## config.mk

```make
export PLATFORM = sky130hd
export DESIGN_NAME = mdu_hazard_sb
export DESIGN_NICKNAME = d
export VERILOG_FILES = /design/src/rtl/mdu_sb_pkg.sv /design/src/rtl/mdu_sb_decode.sv /design/src/rtl/mdu_sb_hazard.sv /design/src/rtl/mdu_sb_cnt.sv /design/src/rtl/mdu_hazard_sb.sv
export SDC_FILE = /design/constraint.sdc
export NUM_CORES = 1
export LEC_CHECK = 0
export BUFFER_PORTS_ARGS = -buffer_cell sky130_fd_sc_hd__buf_2
export CORE_MARGIN = 3
export CORE_UTILIZATION = 36
export CTS_BUF_LIST = sky130_fd_sc_hd__clkbuf_4 sky130_fd_sc_hd__clkbuf_8
export DETAILED_ROUTE_END_ITERATION = 8
export PLACE_DENSITY = 0.61
export SYNTH_ARGS = -nofsm -noshare
export SYNTH_HDL_FRONTEND = slang
export SYNTH_HIERARCHICAL = 1
export SYNTH_SLANG_ARGS = --single-unit
```

## constraint.sdc

```tcl
create_clock -name clk -period 5.1 [get_ports clk]
set_input_delay 0.765 -clock clk [delete_from_list [all_inputs] [get_ports clk]]
set_output_delay 0.765 -clock clk [all_outputs]
set_load 0.02 [all_outputs]
```

## src/rtl/mdu_sb_pkg.sv

```systemverilog
package mdu_sb_pkg;

    localparam int CNT_W = 8;
    localparam int LAT_W = 4;

    typedef enum logic [2:0] {
        OP_MUL32  = 3'd0,
        OP_MUL64  = 3'd1,
        OP_MACC   = 3'd2,
        OP_DIV32  = 3'd3,
        OP_DIV64  = 3'd4,
        OP_MTHILO = 3'd5,
        OP_MFHILO = 3'd6,
        OP_NONE   = 3'd7
    } mdu_op_e;

    typedef struct packed {
        logic             uses_unit;
        logic             chain_exempt;
        logic             sets_chain;
        logic             waits_hilo;
        logic [CNT_W-1:0] occ;
        logic [CNT_W-1:0] gap;
        logic [LAT_W-1:0] lat;
    } mdu_timing_t;

    // cycles a counter must hold after the issue cycle for a window of n
    function automatic logic [CNT_W-1:0] hold_len(input logic [CNT_W-1:0] n);
        return (n == '0) ? '0 : n - 1'b1;
    endfunction

    // saturating decrement, raised to a new window when one is loaded
    function automatic logic [CNT_W-1:0] cnt_next(input logic [CNT_W-1:0] cur,
                                                  input logic             load,
                                                  input logic [CNT_W-1:0] val);
        logic [CNT_W-1:0] dec;
        dec = (cur == '0) ? '0 : cur - 1'b1;
        if (load && (val > dec)) return val;
        return dec;
    endfunction

endpackage

```

## src/rtl/mdu_sb_decode.sv

```systemverilog
module mdu_sb_decode
    import mdu_sb_pkg::*;
#(
    parameter int MUL32_OCC  = 2,
    parameter int MUL32_LAT  = 4,
    parameter int MUL64_OCC  = 3,
    parameter int MUL64_GAP  = 3,
    parameter int MUL64_LAT  = 6,
    parameter int MACC_LAT   = 3,
    parameter int MFHILO_LAT = 3,
    parameter int DIV32_CYC  = 36,
    parameter int DIV64_CYC  = 72
) (
    input  mdu_op_e     op_i,
    output mdu_timing_t tim_o
);
    always_comb begin
        tim_o = '0;
        unique case (op_i)
            OP_MUL32: begin
                tim_o.uses_unit  = 1'b1;
                tim_o.sets_chain = 1'b1;
                tim_o.occ        = CNT_W'(MUL32_OCC);
                tim_o.gap        = CNT_W'(1);
                tim_o.lat        = LAT_W'(MUL32_LAT);
            end
            OP_MUL64: begin
                tim_o.uses_unit = 1'b1;
                tim_o.occ       = CNT_W'(MUL64_OCC);
                tim_o.gap       = CNT_W'(MUL64_GAP);
                tim_o.lat       = LAT_W'(MUL64_LAT);
            end
            OP_MACC: begin
                tim_o.uses_unit    = 1'b1;
                tim_o.chain_exempt = 1'b1;
                tim_o.sets_chain   = 1'b1;
                tim_o.occ          = CNT_W'(1);
                tim_o.gap          = CNT_W'(1);
                tim_o.lat          = LAT_W'(MACC_LAT);
            end
            OP_DIV32: begin
                tim_o.uses_unit = 1'b1;
                tim_o.occ       = CNT_W'(DIV32_CYC);
                tim_o.gap       = CNT_W'(DIV32_CYC);
            end
            OP_DIV64: begin
                tim_o.uses_unit = 1'b1;
                tim_o.occ       = CNT_W'(DIV64_CYC);
                tim_o.gap       = CNT_W'(DIV64_CYC);
            end
            OP_MTHILO: begin
                tim_o.uses_unit  = 1'b1;
                tim_o.sets_chain = 1'b1;
                tim_o.occ        = CNT_W'(MUL32_OCC);
                tim_o.gap        = CNT_W'(1);
            end
            OP_MFHILO: begin
                tim_o.waits_hilo = 1'b1;
                tim_o.lat        = LAT_W'(MFHILO_LAT);
            end
            default: tim_o = '0;
        endcase
    end
endmodule

```

## src/rtl/mdu_sb_hazard.sv

```systemverilog
module mdu_sb_hazard (
    input  logic valid_i,
    input  logic uses_unit_i,
    input  logic chain_exempt_i,
    input  logic waits_hilo_i,
    input  logic unit_nz_i,
    input  logic hilo_nz_i,
    input  logic chain_i,
    output logic stall_o,
    output logic accept_o
);
    logic unit_block;
    logic hilo_block;

    always_comb begin
        unit_block = uses_unit_i && unit_nz_i && !(chain_exempt_i && chain_i);
        hilo_block = waits_hilo_i && hilo_nz_i;
        stall_o    = valid_i && (unit_block || hilo_block);
        accept_o   = valid_i && !stall_o;
    end
endmodule

```

## src/rtl/mdu_sb_cnt.sv

```systemverilog
module mdu_sb_cnt
    import mdu_sb_pkg::*;
(
    input  logic             clk,
    input  logic             rst,
    input  logic             load_i,
    input  logic [CNT_W-1:0] val_i,
    output logic             nz_o
);
    logic [CNT_W-1:0] cnt_q;

    always_ff @(posedge clk) begin
        if (rst) cnt_q <= '0;
        else     cnt_q <= cnt_next(cnt_q, load_i, val_i);
    end

    assign nz_o = (cnt_q != '0);
endmodule

```

## src/rtl/mdu_hazard_sb.sv

```systemverilog
module mdu_hazard_sb
    import mdu_sb_pkg::*;
#(
    parameter int MUL32_OCC  = 2,
    parameter int MUL32_LAT  = 4,
    parameter int MUL64_OCC  = 3,
    parameter int MUL64_GAP  = 3,
    parameter int MUL64_LAT  = 6,
    parameter int MACC_LAT   = 3,
    parameter int MFHILO_LAT = 3,
    parameter int DIV32_CYC  = 36,
    parameter int DIV64_CYC  = 72
) (
    input  logic             clk,
    input  logic             rst,
    input  logic             req_valid,
    input  logic [2:0]       req_op,
    output logic             req_accept,
    output logic             req_stall,
    output logic [LAT_W-1:0] dest_lat,
    output logic             unit_busy,
    output logic             hilo_busy
);
    localparam int N_CNT = 2;
    localparam int C_UNIT = 0;
    localparam int C_HILO = 1;

    mdu_timing_t      tim;
    logic             chain_q;
    logic [N_CNT-1:0] cnt_ld;
    logic [N_CNT-1:0] cnt_nz;
    logic [CNT_W-1:0] cnt_val [N_CNT];

    mdu_sb_decode #(
        .MUL32_OCC (MUL32_OCC),
        .MUL32_LAT (MUL32_LAT),
        .MUL64_OCC (MUL64_OCC),
        .MUL64_GAP (MUL64_GAP),
        .MUL64_LAT (MUL64_LAT),
        .MACC_LAT  (MACC_LAT),
        .MFHILO_LAT(MFHILO_LAT),
        .DIV32_CYC (DIV32_CYC),
        .DIV64_CYC (DIV64_CYC)
    ) u_dec (
        .op_i (mdu_op_e'(req_op)),
        .tim_o(tim)
    );

    mdu_sb_hazard u_haz (
        .valid_i       (req_valid),
        .uses_unit_i   (tim.uses_unit),
        .chain_exempt_i(tim.chain_exempt),
        .waits_hilo_i  (tim.waits_hilo),
        .unit_nz_i     (cnt_nz[C_UNIT]),
        .hilo_nz_i     (cnt_nz[C_HILO]),
        .chain_i       (chain_q),
        .stall_o       (req_stall),
        .accept_o      (req_accept)
    );

    always_comb begin
        cnt_ld[C_UNIT]  = req_accept && tim.uses_unit;
        cnt_ld[C_HILO]  = req_accept && tim.uses_unit;
        cnt_val[C_UNIT] = hold_len(tim.occ);
        cnt_val[C_HILO] = hold_len(tim.gap);
    end

    for (genvar g = 0; g < N_CNT; g++) begin : g_cnt
        mdu_sb_cnt u_cnt (
            .clk   (clk),
            .rst   (rst),
            .load_i(cnt_ld[g]),
            .val_i (cnt_val[g]),
            .nz_o  (cnt_nz[g])
        );
    end

    always_ff @(posedge clk) begin
        if (rst)                              chain_q <= 1'b0;
        else if (req_accept && tim.uses_unit) chain_q <= tim.sets_chain;
    end

    assign dest_lat  = tim.lat;
    assign unit_busy = cnt_nz[C_UNIT];
    assign hilo_busy = cnt_nz[C_HILO];
endmodule

```

==> results of run 1 <==
[metal layers]
metal  wire length [µm]  up-vias  GRT usage, %  share of wire [%]
met2               2190        8          25.9                 51
met4                  0        0         0.980                  0
met1               1990      841          16.0                 47
met5                  0        -             0                  0
li1                   -      929             -                  -
met3                 75        0          2.60                1.8
[layout by cell type, fill, tap and decap left out, types with 5 or more instances in the layout]
| cell | count |
|---|---|
| o31ai_1 | 8 |
| ha_1 | 24 |
| and2_1 | 5 |
| a21oi_1 | 11 |
| nor3_1 | 11 |
| nor2_1 | 33 |
| buf_2 | 12 |
| xnor2_1 | 6 |
| nand4b_1 | 8 |
| inv_1 | 16 |
| nor3_2 | 5 |
| nand2_1 | 18 |
| dfxtp_1 | 17 |
| conb_1 | 5 |
| mux2i_1 | 7 |
| nand2b_1 | 5 |
| mux2_2 | 5 |
[critical path: cells and delay by family]
family,cells,cell delay (ns)
simple gates,6,1.55
compound gates,3,0.55
mux,1,0.36
fa+ha+maj,1,0.31
buf+inv,1,0.13
[layout make-up]
| cell class | instances | share of cell area (%) |
|---|---|---|
| multi-input cells | 213 | 72.4 |
| flip-flops and latches | 17 | 15.3 |
| well taps | 72 | 4.04 |
| inverters | 19 | 3.20 |
| repair buffers | 13 | 3.03 |
| clock buffers | 3 | 1.85 |
| clock inverters | 1 | 0.225 |
[report_power, final]
| group | switching, mW | internal, mW | total (mW) |
|---|---|---|---|
| Clock | 0.0463 | 0.0542 | 0.100 |
| Sequential | 0.0549 | 0.191 | 0.246 |
| Combinational | 0.630 | 0.435 | 1.07 |
| Total | 0.731 | 0.680 | 1.41 |
[worst max-delay path by stage]
| stage | slack [ns] | end | cells after the start | from |
|---|---|---|---|---|
| finish | 1.58 | g_cnt[1].u_cnt/cnt_q[4] | 12 | req_op[2] |
| global route | 1.32 | g_cnt[1].u_cnt/cnt_q[5] | 14 | req_op[2] |
| CTS | 1.55 | g_cnt[1].u_cnt/cnt_q[4] | 12 | req_op[2] |
| detailed placement | 1.31 | g_cnt[1].u_cnt/cnt_q[4] | 12 | req_op[2] |
| global placement | 1.42 | g_cnt[1].u_cnt/cnt_q[1] | 12 | req_op[2] |
| floorplan | 1.80 | g_cnt[0].u_cnt/cnt_q[5] | 13 | req_op[1] |
[registers in the layout, summed over array words and instances (netlist names)]
name and cells:
g_cnt.u_cnt/cnt_q 16, chain_q 1
[through the flow]
| step | worst slack [ns] | area [µm²] | hold slack [ns] |
|---|---|---|---|
| 3_3_place_gp | 1.42 | 2180 | 0.475 |
| 6_report | 1.58 | 2230 | 0.500 |
| 3_5_place_dp | 1.31 | 2180 | 0.487 |
| 5_1_grt | 1.32 | 2230 | 0.537 |
| 4_1_cts | 1.55 | 2230 | 0.504 |
| 2_1_floorplan | 1.80 | 2120 | 0.460 |
[kinds of logic (layout without fill, tap and decap cells)]
| kind of cell | Yosys count | count (layout) | share of synthesized area, % |
|---|---|---|---|
| mux | 12 | 12 | 6.00 |
| simple gates | 116 | 116 | 33.6 |
| xor+xnor | 10 | 10 | 4.16 |
| flops | 17 | 17 | 16.2 |
| buf+inv | 33 | 36 | 8.02 |
| compound gates | 46 | 46 | 17.6 |
| other cells | 1 | 5 | 0.178 |
| fa+ha+maj | 24 | 24 | 14.3 |
==> results.json, run 1 <==
{
  "status": "finished clean",
  "synth.area.top_cells": "dfxtp_1 16%, ha_1 14%, nor2_1 5.9%, buf_4 4.3%, mux2i_1 3.3%",
  "leakage_nw": 0.925,
  "final_util_pct": 40.0,
  "layout.nets": 297,
  "end_kind": "flop",
  "dpl.hpwl_mm": 3.58,
  "cts-buffers-inserted": 3,
  "ant_nets": 0,
  "hold_path_depth": 2,
  "critical_path_class": "in2reg",
  "drtIter0Drc": 63,
  "total_power_mw": 1.41,
  "syn_area_mm2": 0.00211,
  "placedCellCount": 334,
  "drive_gt1_share_pct": 21.1,
  "required_ns": 5.25,
  "cts_tree": "yes",
  "postSynthRegisterBits": 17,
  "dieWidth_um": 82.5,
  "fill_cells": 578,
  "post_cts_resize_count": 0,
  "core_mm2": 0.00557,
  "max_freq_mhz": 284,
  "min_period_ns": 3.52,
  "final_hold_viol_count": 0,
  "rsz0062_at_grt": "no",
  "viasPerCell": 5.26,
  "cellPowerDensity_mw_per_mm2": 633,
  "clock_skew_ns": 0.00680,
  "clockRootBuffer": "clkbuf_8",
  "syn_area_per_cell_um2": 8.14,
  "grt_usage_pct": 13.5,
  "clk_path_buf_depth": 2,
  "grt_pass1_vias": 1668,
  "rr_startpoint": "g_cnt[1].u_cnt/cnt_q[0]",
  "ys_seq_area_share_pct": 16.2,
  "min-delay-start": "chain_q",
  "grt_max_degree": 26,
  "path_cells": "buf_2 > nor2b_2 > and2_1 > or3_1 > nor3_2 > mux2_2 > ha_1 > a21oi_1 > o21ai_2 > nor2b_1 > nor2_1 > o31ai_1",
  "drtPass1Iterations": 4,
  "synthArstFlopShare_pct": 0,
  "port_buffers": 12,
  "start_kind": "input pin",
  "finalSetupViolations": 0,
  "r2r_slack_ns": 2.29,
  "hp-class": "reg2reg",
  "yosysTopAreaCell": "dfxtp_1",
  "ios": 14,
  "drcViolationCount": 0,
  "postCtsSetupRepairBufs": 0,
  "hold_end": "chain_q",
  "final.setup.tns_ns": 0,
  "antennaDiodeCount": 0,
  "synth_cells": 259,
  "die-area_mm2": 0.00681,
  "wl_mm": 4.25,
  "maxCapViolCount": 0,
  "crit_arrival_ns": 3.67,
  "rr_endpoint": "g_cnt[1].u_cnt/cnt_q[5]",
  "clkTransAtPathRegs_ns": 0.07,
  "multi_input_area_mm2": 0.00161,
  "cts-htree-levels": 1,
  "die_h_um": 82.5,
  "grt_first_pass_wirelength_mm": 7.33,
  "wl_per_cell_um": 12.6,
  "num_vias": 1778,
  "yosys.cell_types.count": 50,
  "cts_hold_buf": 0,
  "reg2regPathDepth": 12,
  "min_period_over_period_pct": 69.1,
  "synth.top_cell.area_share_pct": 16.2,
  "synth.top_cells.by_count": "33 x nor2_1, 24 x ha_1, 18 x nand2_1, 17 x dfxtp_1, 16 x inv_1",
  "crit_fanout": 15,
  "relSlewSlack_pct": 63.6,
  "ir_drop_uv": 333,
  "synthFlopType": "dfxtp_1",
  "row_count": 27,
  "ff_latch_area_um2": 340,
  "antenna_found_initial": 0,
  "yosysWarnings": 6,
  "gp_congestion": 0.817,
  "timing.final.max_slew_violations": 0,
  "yosysMostFrequentCell": "nor2_1",
  "start_util_pct": 37.8,
  "synth-edff-count": 0,
  "overflow": 0,
  "tightest_slew_ns": 0.546,
  "cts.sinks": 17,
  "syn2layout_area_growth_pct": 5.76,
  "finalNonFillerCells": 338,
  "clock_latency_ns": 0.25,
  "cp_slowest_cell": "or3_1",
  "critPathMaxStageDelay_ns": 0.45
}
Note: power is estimated with default switching activity, not from simulation.
==> run 2: changes to the inputs <==
--- a/config.mk
+++ b/config.mk
@@ -10,7 +10,7 @@
 export CORE_UTILIZATION = 36
 export CTS_BUF_LIST = sky130_fd_sc_hd__clkbuf_4 sky130_fd_sc_hd__clkbuf_8
 export DETAILED_ROUTE_END_ITERATION = 8
-export PLACE_DENSITY = 0.61
+export PLACE_DENSITY = 0.63
 export SYNTH_ARGS = -nofsm -noshare
 export SYNTH_HDL_FRONTEND = slang
 export SYNTH_HIERARCHICAL = 1
==> constraint.sdc (replaced) <==
create_clock -name clk -period 2.9 [get_ports clk]
set_input_delay 0.435 -clock clk [delete_from_list [all_inputs] [get_ports clk]]
set_output_delay 0.435 -clock clk [all_outputs]
set_load 0.02 [all_outputs]
==> run 2 against run 1 <==
Effect of this change: critical path depth is 3 higher; cell count up 12%; critical endpoint is now g_cnt[0].u_cnt/cnt_q[1]; count of clock-buffer cells in the layout is 1 higher; clock skew fell by 0.0047 ns; register-to-register slack worse by 2.1 ns; via count is 9.6% higher; largest power group unchanged.
==> results.json, run 2 (synthesis gave the netlist of run 1 again) <==
{
  "grt_usage_pct": 16.1,
  "final_util_pct": 49.6,
  "end_kind": "flop",
  "crit_arrival_ns": 2.96,
  "cts_tree": "yes",
  "clock_latency_ns": 0.25,
  "clock_skew_ns": 0.00209,
  "r2r_slack_ns": 0.17,
  "largest_reg_flops": 16,
  "crit_fanout": 8,
  "layout.nets": 337,
  "drcViolationCount": 0,
  "ios": 14,
  "fill_cells": 556,
  "comb_power_share_pct": 78.5,
  "syn2layout_area_growth_pct": 31.2,
  "dpl.hpwl_mm": 4.10,
  "row_count": 27,
  "ff_latch_area_um2": 340,
  "finalSetupViolations": 0,
  "grt_max_degree": 26,
  "final_common_cell": "buf_4",
  "power_frac_clock_pct": 6.5,
  "cts-htree-levels": 1,
  "multi_input_area_mm2": 0.00182,
  "drtIter0Drc": 64,
  "critical_path_class": "in2reg",
  "gp_congestion": 0.862,
  "wl_per_cell_um": 13.5,
  "path_cells": "buf_2 > nor2b_4 > and2_4 > buf_12 > nor4b_4 > buf_4 > nor3_2 > a21o_1 > ha_1 > nand4_1 > o31a_1 > o31a_1 > buf_4 > nand4b_1 > o31ai_2",
  "placedCellCount": 371,
  "internal_power_mw": 1.44,
  "clkTransAtPathRegs_ns": 0.07,
  "rr_endpoint": "g_cnt[1].u_cnt/cnt_q[6]",
  "crit_start": "req_op[2]",
  "dieWidth_um": 82.5,
  "viasPerCell": 5.16,
  "ant_nets": 0,
  "final_hold_viol_count": 0,
  "rr_startpoint": "g_cnt[1].u_cnt/cnt_q[3]",
  "start_kind": "input pin",
  "min_period_over_period_pct": 97.9,
  "pre_cts_ws_ns": -0.295,
  "grt_pass1_vias": 1933,
  "wl_mm": 5.09,
  "worst_slack_ns": 0.0622,
  "start_util_pct": 37.8,
  "clk_path_buf_depth": 2,
  "antennaDiodeCount": 0,
  "power.net_switching_mw": 1.45,
  "num_vias": 1949,
  "regMostFlops": "g_cnt.u_cnt/cnt_q",
  "port_buffers": 12,
  "p_sw_share_pct": 50.1,
  "status": "finished clean",
  "timing.final.max_slew_violations": 0,
  "clockRootBuffer": "clkbuf_8",
  "drtPass1Iterations": 4,
  "die-area_mm2": 0.00681,
  "largest_registers": "g_cnt.u_cnt/cnt_q: 16 flops, chain_q: 1 flops",
  "leakage_nw": 1.18,
  "path_delay_family": "simple AND/OR/NAND/NOR gates",
  "die_h_um": 82.5,
  "min_period_ns": 2.84,
  "required_ns": 3.03,
  "grt_first_pass_wirelength_mm": 8.55,
  "ir_drop_uv": 668,
  "cts_hold_buf": 0,
  "layout_common_cells": "40 x buf_4, 29 x nor2_1, 17 x dfxtp_1, 17 x ha_1, 16 x nand2_1",
  "hp-class": "reg2reg",
  "cts-buffers-inserted": 3,
  "maxCapViolCount": 0,
  "critPathMaxStageDelay_ns": 0.33,
  "cts.sinks": 17,
  "core_mm2": 0.00557,
  "worstSetupPathDepth": 15,
  "overflow": 0,
  "cellPowerDensity_mw_per_mm2": 1050,
  "antenna_found_initial": 0,
  "max_freq_mhz": 352,
  "finalNonFillerCells": 378,
  "pwr-share-seq_pct": 15.0,
  "reg2regPathDepth": 9,
  "cp.buffers_inverters": 4,
  "cp-endpoint": "g_cnt[0].u_cnt/cnt_q[1]",
  "cp_slowest_cell": "o31a_1",
  "drive_gt1_share_pct": 41.5
}
## run 2: layout make-up
class / count / share of cell area (%)
repair buffers: 53 / 14.2
multi-input cells: 213 / 65.9
flip-flops and latches: 17 / 12.3
inverters: 19 / 2.58
clock buffers: 4 / 1.76
well taps: 72 / 3.26
## run 2: tightest hold or removal path: stages, from the launching register on
cell and delay (ns):
dfxtp_1 0.32, mux2i_1 0.06, nor2_1 0.09
## run 2: worst min path at each step
stage	startpoint	to	slack, ns	depth (start not counted)
3_3_place_gp	chain_q	chain_q	0.48	2
5_1_grt	chain_q	chain_q	0.56	2
6_report	chain_q	chain_q	0.51	2
4_1_cts	chain_q	chain_q	0.51	2
3_5_place_dp	chain_q	chain_q	0.49	2
2_1_floorplan	chain_q	chain_q	0.46	2
## run 2: metal layers
layer	wire length [µm]	track usage (%)	vias to the layer above
li1	-	-	1008
met1	2220	18.9	919
met2	2680	29.5	15
met3	135	3.36	7
met4	55	3.92	0
met5	0	0	-
## run 2: per-stage QoR
| stage | total power [mW] | hold WS (ns) | area, µm² | setup TNS, ns |
|---|---|---|---|---|
| after floorplan | 1.97 | 0.460 | 2150 | -0.000419 |
| after global placement | 2.51 | 0.475 | 2500 | -2.42 |
| after detailed placement | 2.56 | 0.490 | 2500 | -3.32 |
| after CTS | 2.77 | 0.505 | 2560 | 0 |
| after global routing | 3.20 | 0.560 | 2770 | -0.226 |
| final | 2.89 | 0.508 | 2770 | 0 |
## run 2: power groups by stage
stage               clock, mW  sequential [mW]  combinational [mW]
floorplan                   0            0.415                1.55
detailed placement          0            0.440                2.12
CTS                     0.194            0.436                2.14
global route            0.209            0.449                2.54
finish                  0.189            0.434                2.27
global placement            0            0.436                2.07
## run 2: timing repair
action / 4_1_cts / 5_1_grt
pin swaps: 1 / 12
endpoints found under the setup margin: 3 / 16
resized for setup: 1 / 40
setup buffers: 1 / 2
